File: src/rtl/lts_pkg.sv
// Shared defaults and types for the loudest-talker selector.
// Assumes all channels share one sample clock domain and one valid.
package lts_pkg;
    localparam int DEF_NUM_CH = 3;
    localparam int DEF_SMP_W  = 16;
    localparam int DEF_FRAME  = 64;
    localparam int DEF_THR_W  = 8;

    typedef enum logic [0:0] {
        FR_IDLE = 1'b0,
        FR_BUSY = 1'b1
    } fr_state_e;
endpackage

File: src/rtl/lts_frame_ctrl.sv
// Frame position tracker.
// Decodes which valid slots belong to a frame and flags the last one.
// Assumes FRAME_LEN >= 2; a new frame_start restarts the count at any time.
module lts_frame_ctrl
    import lts_pkg::*;
#(
    parameter int FRAME_LEN = DEF_FRAME
) (
    input  logic clk,
    input  logic rst_n,
    input  logic smp_vld,
    input  logic frame_start,
    output logic first_slot,
    output logic take_slot,
    output logic frame_done
);
    localparam int IDX_W = $clog2(FRAME_LEN + 1);

    fr_state_e        state;
    logic [IDX_W-1:0] idx;

    // Slot classification for the current cycle.
    always_comb begin
        first_slot = smp_vld && frame_start;
        take_slot  = smp_vld && (frame_start || state == FR_BUSY);
        frame_done = take_slot && !first_slot && (idx == IDX_W'(FRAME_LEN - 1));
    end

    // Slot counter and in-frame flag.
    always_ff @(posedge clk) begin
        if (!rst_n) begin
            state <= FR_IDLE;
            idx   <= '0;
        end else if (take_slot) begin
            if (frame_done) begin
                state <= FR_IDLE;
                idx   <= '0;
            end else begin
                state <= FR_BUSY;
                idx   <= first_slot ? IDX_W'(1) : idx + 1'b1;
            end
        end
    end

    assert_idx_bound_R10: assert property (@(posedge clk) disable iff (!rst_n)
        (state == FR_BUSY) |-> (idx >= IDX_W'(1) && idx <= IDX_W'(FRAME_LEN - 1)));
    assert_idle_clear_R10: assert property (@(posedge clk) disable iff (!rst_n)
        (state == FR_IDLE) |-> (idx == '0));
endmodule

File: src/rtl/lts_energy_acc.sv
// Per-channel frame energy accumulator (sum of sample magnitudes).
// Exposes the running sum including the present slot, so the final
// energy is available in the same cycle as the last slot of the frame.
// Assumes ACC_W is wide enough for FRAME_LEN full-scale magnitudes.
module lts_energy_acc #(
    parameter int SMP_W = 16,
    parameter int ACC_W = 23
) (
    input  logic             clk,
    input  logic             rst_n,
    input  logic             first_slot,
    input  logic             take_slot,
    input  logic [SMP_W-1:0] smp,
    output logic [ACC_W-1:0] energy_now
);
    logic [ACC_W-1:0] acc;
    logic [SMP_W-1:0] neg_s;
    logic [SMP_W-2:0] mag;
    logic [ACC_W-1:0] base;

    assign neg_s = -smp;

    // Saturating magnitude: the most negative code maps to full positive scale.
    always_comb begin
        if (smp == {1'b1, {(SMP_W-1){1'b0}}})
            mag = '1;
        else if (smp[SMP_W-1])
            mag = neg_s[SMP_W-2:0];
        else
            mag = smp[SMP_W-2:0];
    end

    // Sum including the current slot; restarts on the first slot.
    always_comb begin
        base       = first_slot ? '0 : acc;
        energy_now = base + ACC_W'(mag);
    end

    // Running accumulator register.
    always_ff @(posedge clk) begin
        if (!rst_n)
            acc <= '0;
        else if (take_slot)
            acc <= energy_now;
    end

    assert_no_overflow_R2: assert property (@(posedge clk) disable iff (!rst_n)
        (take_slot && !first_slot) |-> (energy_now >= acc));
endmodule

File: src/rtl/lts_hyst_select.sv
// Frame winner detection and hysteresis talker selection.
// Picks the largest energy (lowest index on ties), counts wins per channel,
// and arms a pending choice when a count reaches the threshold. The pending
// choice becomes active on the next frame-start slot.
module lts_hyst_select #(
    parameter int NUM_CH = 3,
    parameter int ACC_W  = 23,
    parameter int THR_W  = 8,
    parameter int SEL_W  = 2
) (
    input  logic                         clk,
    input  logic                         rst_n,
    input  logic                         frame_done,
    input  logic                         apply_slot,
    input  logic [NUM_CH-1:0][ACC_W-1:0] energy,
    input  logic [THR_W-1:0]             thresh,
    output logic [SEL_W-1:0]             active_sel,
    output logic [SEL_W-1:0]             route_sel
);
    logic [THR_W-1:0] win_cnt [NUM_CH];
    logic [SEL_W-1:0] best;
    logic [ACC_W-1:0] best_e;
    logic [THR_W-1:0] cnt_best;
    logic [THR_W:0]   bump;
    logic             hit;
    logic [THR_W-1:0] sat;
    logic             switch_now;
    logic [SEL_W-1:0] pend_sel;

    // Arg-max over channel energies; strict compare keeps the lowest index on ties.
    always_comb begin
        best     = '0;
        best_e   = energy[0];
        cnt_best = win_cnt[0];
        for (int i = 1; i < NUM_CH; i++) begin
            if (energy[i] > best_e) begin
                best     = SEL_W'(i);
                best_e   = energy[i];
                cnt_best = win_cnt[i];
            end
        end
    end

    // Winner count step, limited to the threshold.
    always_comb begin
        bump       = {1'b0, cnt_best} + 1'b1;
        hit        = bump >= {1'b0, thresh};
        sat        = hit ? thresh : bump[THR_W-1:0];
        switch_now = frame_done && hit;
    end

    for (genvar c = 0; c < NUM_CH; c++) begin : g_cnt
        // Win counter of one channel.
        always_ff @(posedge clk) begin
            if (!rst_n)
                win_cnt[c] <= '0;
            else if (switch_now)
                win_cnt[c] <= '0;
            else if (frame_done && best == SEL_W'(c))
                win_cnt[c] <= sat;
        end

        assert_cnt_clear_R6: assert property (@(posedge clk) disable iff (!rst_n)
            switch_now |=> (win_cnt[c] == '0));
        assert_cnt_hold_R5: assert property (@(posedge clk) disable iff (!rst_n)
            !frame_done |=> $stable(win_cnt[c]));
    end

    // Pending talker, armed when a count reaches the threshold.
    always_ff @(posedge clk) begin
        if (!rst_n)
            pend_sel <= '0;
        else if (switch_now)
            pend_sel <= best;
    end

    // Active talker, updated only on a frame-start slot.
    always_ff @(posedge clk) begin
        if (!rst_n)
            active_sel <= '0;
        else if (apply_slot)
            active_sel <= pend_sel;
    end

    assign route_sel = apply_slot ? pend_sel : active_sel;

    assert_sel_hold_R9: assert property (@(posedge clk) disable iff (!rst_n)
        !apply_slot |=> $stable(active_sel));
    assert_sel_range_R9: assert property (@(posedge clk) disable iff (!rst_n)
        active_sel < SEL_W'(NUM_CH));
endmodule

File: src/rtl/loud_talker_sel.sv
// Loudest-talker conference selector, top level.
// Measures per-frame energy of each channel, applies win-count hysteresis,
// and copies the selected channel onto every output one cycle later.
// Assumes all channels share smp_vld and frame_start.
module loud_talker_sel
    import lts_pkg::*;
#(
    parameter int NUM_CH    = DEF_NUM_CH,
    parameter int SMP_W     = DEF_SMP_W,
    parameter int FRAME_LEN = DEF_FRAME,
    parameter int THR_W     = DEF_THR_W,
    parameter int SEL_W     = $clog2(NUM_CH)
) (
    input  logic                         clk,
    input  logic                         rst_n,
    input  logic                         smp_vld,
    input  logic                         frame_start,
    input  logic [THR_W-1:0]             thresh,
    input  logic [NUM_CH-1:0][SMP_W-1:0] smp_in,
    output logic [NUM_CH-1:0][SMP_W-1:0] smp_out,
    output logic                         out_vld,
    output logic [SEL_W-1:0]             sel_ch
);
    localparam int ACC_W = SMP_W + $clog2(FRAME_LEN) + 1;

    logic                         first_slot;
    logic                         take_slot;
    logic                         frame_done;
    logic [NUM_CH-1:0][ACC_W-1:0] ch_energy;
    logic [SEL_W-1:0]             route_sel;
    logic [SEL_W-1:0]             active_sel;
    logic [SMP_W-1:0]             routed;

    lts_frame_ctrl #(.FRAME_LEN(FRAME_LEN)) frame_i (
        .clk         (clk),
        .rst_n       (rst_n),
        .smp_vld     (smp_vld),
        .frame_start (frame_start),
        .first_slot  (first_slot),
        .take_slot   (take_slot),
        .frame_done  (frame_done)
    );

    for (genvar c = 0; c < NUM_CH; c++) begin : g_acc
        lts_energy_acc #(.SMP_W(SMP_W), .ACC_W(ACC_W)) acc_i (
            .clk        (clk),
            .rst_n      (rst_n),
            .first_slot (first_slot),
            .take_slot  (take_slot),
            .smp        (smp_in[c]),
            .energy_now (ch_energy[c])
        );
    end

    lts_hyst_select #(
        .NUM_CH (NUM_CH),
        .ACC_W  (ACC_W),
        .THR_W  (THR_W),
        .SEL_W  (SEL_W)
    ) sel_i (
        .clk        (clk),
        .rst_n      (rst_n),
        .frame_done (frame_done),
        .apply_slot (first_slot),
        .energy     (ch_energy),
        .thresh     (thresh),
        .active_sel (active_sel),
        .route_sel  (route_sel)
    );

    // Output register: selected sample and its valid.
    always_ff @(posedge clk) begin
        if (!rst_n) begin
            routed  <= '0;
            out_vld <= 1'b0;
        end else begin
            out_vld <= smp_vld;
            if (smp_vld)
                routed <= smp_in[route_sel];
        end
    end

    for (genvar c = 0; c < NUM_CH; c++) begin : g_out
        assign smp_out[c] = routed;
    end

    assign sel_ch = active_sel;

    assert_out_vld_R8: assert property (@(posedge clk) disable iff (!rst_n)
        smp_vld |=> out_vld);
    assert_out_idle_R8: assert property (@(posedge clk) disable iff (!rst_n)
        !smp_vld |=> !out_vld);
endmodule

File: config.mk
export PLATFORM = sky130hd
export DESIGN_NAME = loud_talker_sel
export DESIGN_NICKNAME = d
export VERILOG_FILES = /design/src/rtl/lts_pkg.sv /design/src/rtl/lts_frame_ctrl.sv /design/src/rtl/lts_energy_acc.sv /design/src/rtl/lts_hyst_select.sv /design/src/rtl/loud_talker_sel.sv
export SDC_FILE = /design/constraint.sdc
export NUM_CORES = 1
export LEC_CHECK = 0
export BUFFER_PORTS_ARGS = -buffer_cell sky130_fd_sc_hd__buf_2
export CAP_MARGIN = 20
export CORE_MARGIN = 3
export CORE_UTILIZATION = 45
export CTS_CLUSTER_DIAMETER = 40
export DETAILED_ROUTE_END_ITERATION = 12
export SYNTH_ARGS = -nofsm -noshare
export SYNTH_HDL_FRONTEND = slang
export SYNTH_SLANG_ARGS = --single-unit
File: constraint.sdc
create_clock -name clk -period 20.9 [get_ports clk]
set_input_delay 2.09 -clock clk [delete_from_list [all_inputs] [get_ports clk]]
set_output_delay 2.09 -clock clk [all_outputs]
set_load 0.005 [all_outputs]
==> summary.txt, run 1 <==
Pwr
  – PwrDens: between 80 and 90 nW/um^2
  – Leakage: roughly 5.6 nW
  – IR drop worst, VDD: between 0.05 and 0.06 mV

Yosys
  – Prevailing post-synth register cell: dfxtp_1
  – Synth Warn #: 0
  – Synth cell types: 79
  – Async set or reset register ratio after synthesis: 0%
  – Top cell type by total area after synthesis: dfxtp_1
  – Yosys top cell area share: 17.6%
  – Mean post-synth cell area: about 7.5 sq um
  – Synth Instances: approximately 1.5k
  – Yosys reg bits: about 120
  – Post-Syn Area: around 11000 sq um
  – Number of synthesized flops with an enable pin: 24
  – Synth Net Count: 1643
  – Seq/Total Area, Yosys: 24.0%
  – Area contributors post-synth: dfxtp_1 (18%), ha_1 (11%), nand2_1 (7.8%)

Floorplan
  – Die width: roughly 160 um
  – Die ar.: roughly 27000 sq um
  – FP Rows: 57
  – Initial Utilization: a little under half
  – Io pins: 111
  – Die Y: 164 um
  – Placeable Area: around 24000 sq um

Run
  – Max-Cap Viols: 0

Timing
  – Worst Clk Skew: roughly 12 ps
  – Max-Slew Margin vs Limit: 31.2%
  – Final setup TNS: 0 ps
  – Fmax: between 60 and 70 MHz
  – Final Hold Viols: 0
  – Final worst path period need: roughly 14000 ps
  – Slew Viols, Final: 0
  – RSZ-0062 raised after global routing: false
  – # setup viols final: 0
  – Slew @ Worst Pin: around 1000 ps
  – Final cycle utilization of the critical path: 69.2%

Clocking
  – Clock Path Buffers: 2
  – CTS Buf Count: 17
  – PostCTS Resize Cnt: 0
  – Worst-skew pair later-pin latency: ~430 ps
  – H-tree levels: 4
  – CTS tree: yes
  – Post-CTS Repair Setup Buffers: 0
  – Worst-path clk slew: approximately 70 ps
  – CTS sink count: 122
  – Root buf cell: clkbuf_16
  – Hold_buf cts: 0

Global route
  – Initial antenna violation count: 0
  – Vias in the first global route: a little under 10k
  – GRT Total Usage: 24.2%
  – Largest net degree at the start of global routing: 95
  – Total congestion overflow: 0
  – First-pass GRT wire length: ~52000 um

Placement
  – GP Congestion: between 0.9 and 1
  – Dpl hpwl: about 24000 um
  – Port Buffer Count: 110

Min path
  – Hold worst-path end: g_acc[2].acc_i.acc[2]
  – Worst hold start: g_acc[2].acc_i.acc[2]
  – Hold Path Class: reg -> reg
  – WHS Path Cells: 2

Cells and area
  – Final core occ: roughly half
  – Area grow syn2layout: 10.2%
  – Fill cells: 2453
  – Layout net count: between 1.5k and 2k
  – Diode count: 0
  – Share of cells above drive strength 1: between 10 and 15%

Setup path
  – Delay of the slowest cell on the worst path: 810 ps
  – CP max FO: 28
  – Critical path endpoint category: flip-flop
  – CP arrival: approximately 15000 ps
  – Crit Reg-Reg Endpoint: sel_i.win_cnt[1][3]
  – Startpoint types: primary input
  – Critical path's slowest cell: o21ai_0
  – Kind of critical path: in -> reg
  – FF-to-FF path depth: between 40 and 50
  – Req. time, crit path: 20960 ps
  – Reg2Reg Launch Point: g_acc[0].acc_i.acc[0]
  – Reg-to-reg slack, setup: about 9700 ps
  – Top cell by count, worst path: a21oi_1
  – Worst Setup SP: smp_in[0]

Detailed routing
  – Drt wl/cell: 17.6 um
  – DRT antenna net count: 0
  – First-pass iteration count of the detailed router: 5
  – Iter 0 DRT Violations: 1004
  – Routed wire length: roughly 33000 um
  – Residual DRC count: 0
  – DR vias: ~10k
  – Via density: about 5.7

Status
  – Status: finished, final reports clean
## worst max-delay path by stage
stage	end	slack, ps	depth (start not counted)
after floorplan	sel_i.win_cnt[1][0]	7540	56
after global placement	sel_i.win_cnt[1][3]	6390	56
after detailed placement	sel_i.win_cnt[0][3]	6010	56
after CTS	sel_i.win_cnt[0][5]	6460	56
after global routing	sel_i.win_cnt[1][4]	5140	56
final	sel_i.win_cnt[1][3]	6440	56
## registers in the layout (all words and copies together) (netlist names)
register	count
out_vld	1
sel_i.active_sel	2
sel_i.win_cnt	24
routed	16
g_acc.acc_i.acc	69
frame_i.idx	7
frame_i.state	1
sel_i.pend_sel	2
## stage by stage
step           setup slack, ps  instances  power (mW)  hold slack [ps]  cell area, sq um
6_report                  6440       1853        1.03              449             12300
5_1_grt                   5140       1853        1.11              466             12300
4_1_cts                   6460       1851        1.03              451             12300
3_5_place_dp              6010       1819       0.722              442             11700
3_3_place_gp              6390       1819       0.716              437             11700
2_1_floorplan             7540       1480       0.609              432             11200
## final cells by class
cell class | count | area [sq um] | area share [%]
multi-input cells | 1196 | 7760 | 63.0
inverters | 60 | 225 | 1.83
flip-flops and latches | 122 | 2680 | 21.8
clock buffers | 20 | 479 | 3.89
well taps | 324 | 405 | 3.29
clock inverters | 12 | 125 | 1.02
repair buffers | 119 | 636 | 5.16
## power by group
part	leakage, nW	switching, mW	internal, mW
Combinational	4.24	0.287	0.176
Clock	0.299	0.126	0.181
Sequential	1.04	0.00881	0.254
## placed cells by master, fill, tap and decap left out, types with 5 or more instances in the layout
cell and instances:
o2111ai_1 5, and2_1 58, a211oi_1 15, inv_1 59
dfxtp_1 98, a21o_1 25, o211a_1 6, and3_1 12
xor2_1 50, inv_6 6, nand3b_1 5, clkbuf_16 19
o21ai_0 72, o21ai_1 6, edfxtp_1 24, a21boi_0 6
or3_1 15, nand2b_1 11, nand3_1 29, or2_2 9
buf_4 7, a211o_1 6, xnor2_1 45, o21bai_1 5
nor2b_1 15, nand4_1 17, ha_1 100, a31oi_1 5
o31ai_1 16, nor2_1 135, mux2i_1 32, o211ai_1 35
o21a_1 10, nor3_1 22, nand2_1 231, buf_2 111
a21oi_1 116, nor3b_1 5, or4_1 6
## synthesized netlist by cell type, drive strengths merged, types with 4 or more instances
cell,count
xor2,50
o31ai,16
nor3,22
xnor2,45
nand3b,5
nand3,29
nor3b,6
or2,10
a41oi,5
edfxtp,24
nor2,136
nand2b,11
buf,43
o211a,6
or3,15
a211o,6
mux2i,33
dfxtp,98
nand2,233
a211oi,19
ha,100
inv,60
nor2b,15
o211ai,35
a21o,25
o2111ai,5
and2,59
clkbuf,59
o21ai,82
nand4,17
or4,7
a22oi,4
a21boi,8
a31oi,5
and3,12
a21oi,118
o21bai,5
nor4,4
o2111a,5
o21a,10
## kinds of logic (layout without fill, tap and decap cells)
logic type | after synthesis | count (layout) | share of synthesized area (%)
buf+inv | 162 | 211 | 6.79
fa+ha+maj | 103 | 103 | 11.7
simple gates | 589 | 589 | 24.7
mux | 34 | 34 | 3.06
flops | 122 | 122 | 24.0
xor+xnor | 95 | 95 | 7.45
compound gates | 375 | 375 | 22.2
## metal layers
layer  global-route usage [%]  wire [um]  share of wire (%)  vias up
met5                        0          0                  0        -
met4                     5.84        455                1.4        0
met3                     3.78       1740                5.3       40
met2                     37.8      14300                 44      282
met1                     34.9      16000                 49     4915
li1                         -          -                  -     5255
## critical path, delay by kind of cell
family	cells	cell delay, ps
compound gates	28	5600
xor+xnor	2	500
fa+ha+maj	6	1570
buf+inv	6	710
simple gates	14	3990
No activity file was read; power rests on OpenSTA's default activity.
==> run 2: changes to the inputs <==
- ABC_AREA: unset -> 1
- clock period: 20.9 -> 14.05 ns (I/O delays scaled with it)
==> summary.txt, run 2 <==
Status
  – Status: finished, final reports clean

Floorplan
  – Die ar.: 27800 sq um (+3.9%)
  – Die Y: 167 um (+1.9%)
  – Io pins: 111 (unchanged)
  – FP Rows: 58 (+1.8%)
  – Die width: 167 um (+1.9%)
  – Placeable Area: 25300 sq um (+3.5%)
  – Initial Utilization: 46.0% (+0.21 points)

Cells and area
  – Multi-input gate area: 7340 sq um (-5.3%)
  – Reg area: 2680 sq um (unchanged)
  – Commonest non-fill, non-tap cell in the layout: nand2_1
  – Max reg flops: 69 (unchanged)
  – Share of cells above drive strength 1: 11.8% (-0.61 points)
  – Regs by FF count: g_acc.acc_i.acc x69, sel_i.win_cnt x24, routed x16
  – Post-route design area: 12700 sq um (+3.2%)
  – Fill cells: 2583 (+5.3%)
  – Largest reg by FF count: g_acc.acc_i.acc
  – Diode count: 0 (unchanged)
  – Most frequent cells in the layout: nand2_1 (396), inv_1 (291), nor2_1 (175)
  – Area grow syn2layout: 9.29%
  – Layout net count: 2003 (+19%)

Global route
  – GRT Total Usage: 23.2% (-1.0 points)
  – Largest net degree at the start of global routing: 92 (-3.2%)
  – Total congestion overflow: 0 (unchanged)
  – Vias in the first global route: 10.3k (+7.2%)
  – First-pass GRT wire length: 52900 um (+2.4%)
  – Initial antenna violation count: 0 (unchanged)

Setup path
  – Buf+Inv Stages, Crit Path: 6 (unchanged)
  – Delay of the slowest cell on the worst path: 880 ps (+70 ps)
  – Top cell by count, worst path: nand2_1
  – Startpoint types: primary input
  – Req. time, crit path: 14140 ps (-6820 ps)
  – CP arrival: 11870 ps (-2650 ps)
  – CP max FO: 55 (+96%)
  – Critical path's slowest cell: inv_1
  – Kind of critical path: in -> reg
  – CP delay by family, top: simple AND/OR/NAND/NOR gates
  – Critical path endpoint category: flip-flop

Placement
  – GP Congestion: 0.913 (-1.1%)
  – Port Buffer Count: 110 (unchanged)
  – Dpl hpwl: 25500 um (+4.8%)
  – Placed instance area: 12200 sq um (+4.1%)

Clocking
  – Worst-path clk slew: 60 ps (about the same)
  – Hold_buf cts: 0 (unchanged)
  – H-tree levels: 4 (unchanged)
  – PostCTS Resize Cnt: 0 (unchanged)
  – CTS Buf Count: 17 (unchanged)
  – Root buf cell: clkbuf_16
  – CTS tree: yes
  – CTS sink count: 122 (unchanged)
  – Clock Path Buffers: 2 (unchanged)
  – Worst-skew pair later-pin latency: 420 ps (about the same)
  – Post-CTS Repair Setup Buffers: 0 (unchanged)

Yosys
  – Number of synthesized flops with an enable pin: 24 (unchanged)
  – Seq/Total Area, Yosys: 23.1% (-0.93 points)
  – Post-Syn Area: 11600 sq um (+4.0%)
  – Async set or reset register ratio after synthesis: 0% (unchanged)
  – Synth Net Count: 1956 (+19%)
  – Yosys reg bits: 122 (unchanged)
  – Synth Instances: 1793 (+21%)
  – Synth Warn #: 0 (unchanged)
  – Yosys top cell area share: 16.9% (-0.68 points)
  – Top cell type by total area after synthesis: dfxtp_1
  – Mean post-synth cell area: 6.48 sq um (-14%)
  – Most common cell in the netlist: nand2_1
  – Post-synth top cells: nand2_1 (396), inv_1 (292), nor2_1 (175), a21oi_1 (110), ha_1 (100)
  – Synth cell types: 53 (-33%)
  – Area contributors post-synth: dfxtp_1 (17%), nand2_1 (13%), ha_1 (11%)
  – Prevailing post-synth register cell: dfxtp_1

Timing
  – # setup viols final: 0 (unchanged)
  – RSZ-0062 raised after global routing: false
  – Max-Slew Margin vs Limit: 29.4% (-1.7 points)
  – Final cycle utilization of the critical path: between 80% and 90%
  – Fmax: about 85 MHz
  – Final Hold Viols: 0 (unchanged)
  – Slew @ Worst Pin: 1060 ps (+36.9 ps)
  – Slew Viols, Final: 0 (unchanged)
  – Final worst path period need: roughly 12000 ps
  – Worst Clk Skew: 8.78 ps (-3.48 ps)
  – Final setup TNS: 0 ps (unchanged)

Detailed routing
  – Routed wire length: 32600 um (about the same)
  – Iter 0 DRT Violations: 722 (-28%)
  – First-pass iteration count of the detailed router: 6 (+1)
  – Drt wl/cell: 14.9 um (-15%)
  – Residual DRC count: 0 (unchanged)
  – DR vias: 11.2k (+6.6%)
  – Via density: 5.12 (-9.5%)
  – DRT antenna net count: 0 (unchanged)

Min path
  – Hold Path Class: reg -> reg

Pwr
  – Leakage: 6.78 nW (+21%)
  – IR drop worst, VDD: 0.111 mV (+110%)
  – PwrDens: 130 nW/um^2 (+55%)

Run
  – Max-Cap Viols: 0 (unchanged)
[run 2: cell count changes after synthesis, moves of 24 or more]
cell	previous run	this run
nand2_1	231	396
and2_1	58	1
inv_1	60	292
mux2i_1	33	1
o211ai_1	35	60
nand3_1	29	86
o21ai_0	72	96
nor2_1	136	175
[run 2: path summary, 6_finish.rpt]
check / startpoint / endpoint / slack, ps / cells past startpoint
worst max-delay path: smp_vld / sel_i.win_cnt[2][1] / 2270 / 46
worst min register to register: g_acc[0].acc_i.acc[0] / g_acc[0].acc_i.acc[0] / 460 / 2
worst max register to register: g_acc[0].acc_i.acc[2] / sel_i.win_cnt[2][1] / 4700 / 44
worst min-delay path: g_acc[0].acc_i.acc[0] / g_acc[0].acc_i.acc[0] / 460 / 2
[run 2: where the power goes]
part           switching (mW)  internal [mW]
Sequential             0.0129          0.385
Clock                   0.184          0.229
Combinational           0.563          0.281
Total                   0.760          0.895
[run 2: through the flow]
stage	util (%)	instances	hold slack (ps)	power (mW)	worst slack, ps
final	50.3	2183	465	1.66	2270
after global routing	50.3	2183	493	1.80	1150
after CTS	50.3	2183	466	1.66	2300
after detailed placement	48.1	2151	456	1.24	1890
after global placement	48.1	2151	445	1.22	2170
after floorplan	-	1793	430	1.04	3700
[run 2: layout make-up]
type / count / share of cell area (%)
clock buffers: 18 / 3.38
repair buffers: 117 / 4.75
clock inverters: 14 / 0.887
well taps: 330 / 3.25
multi-input cells: 1285 / 57.8
flip-flops and latches: 122 / 21.1
inverters: 297 / 8.78
[run 2: cell families after synthesis]
group | synth area share (%)
XOR/XNOR | 5.43
AND/OR/NAND/NOR | 30.2
buffers and inverters | 13.7
AO/OA/AOI/OAI | 16.2
flip-flops | 23.1
adder cells (fa/ha/maj) | 11.3
multiplexers | 0.0862
[run 2: per-layer routing]
layer  routed length, um  vias to the layer above  global-route usage, %
li1                    -                     5896                      -
met3                1390                       33                   2.82
met2               15000                      224                   38.7
met4                 537                        0                   5.38
met1               15600                     5030                   32.2
met5                   0                        -                      0
[run 2: worst register-to-register path: cells and delay by family (launching register included)]
| kind | cells | cell delay, ps |
|---|---|---|
| compound gates | 8 | 1500 |
| fa+ha+maj | 5 | 1600 |
| buf+inv | 5 | 640 |
| xor+xnor | 1 | 170 |
| simple gates | 25 | 4770 |
| flops | 1 | 330 |
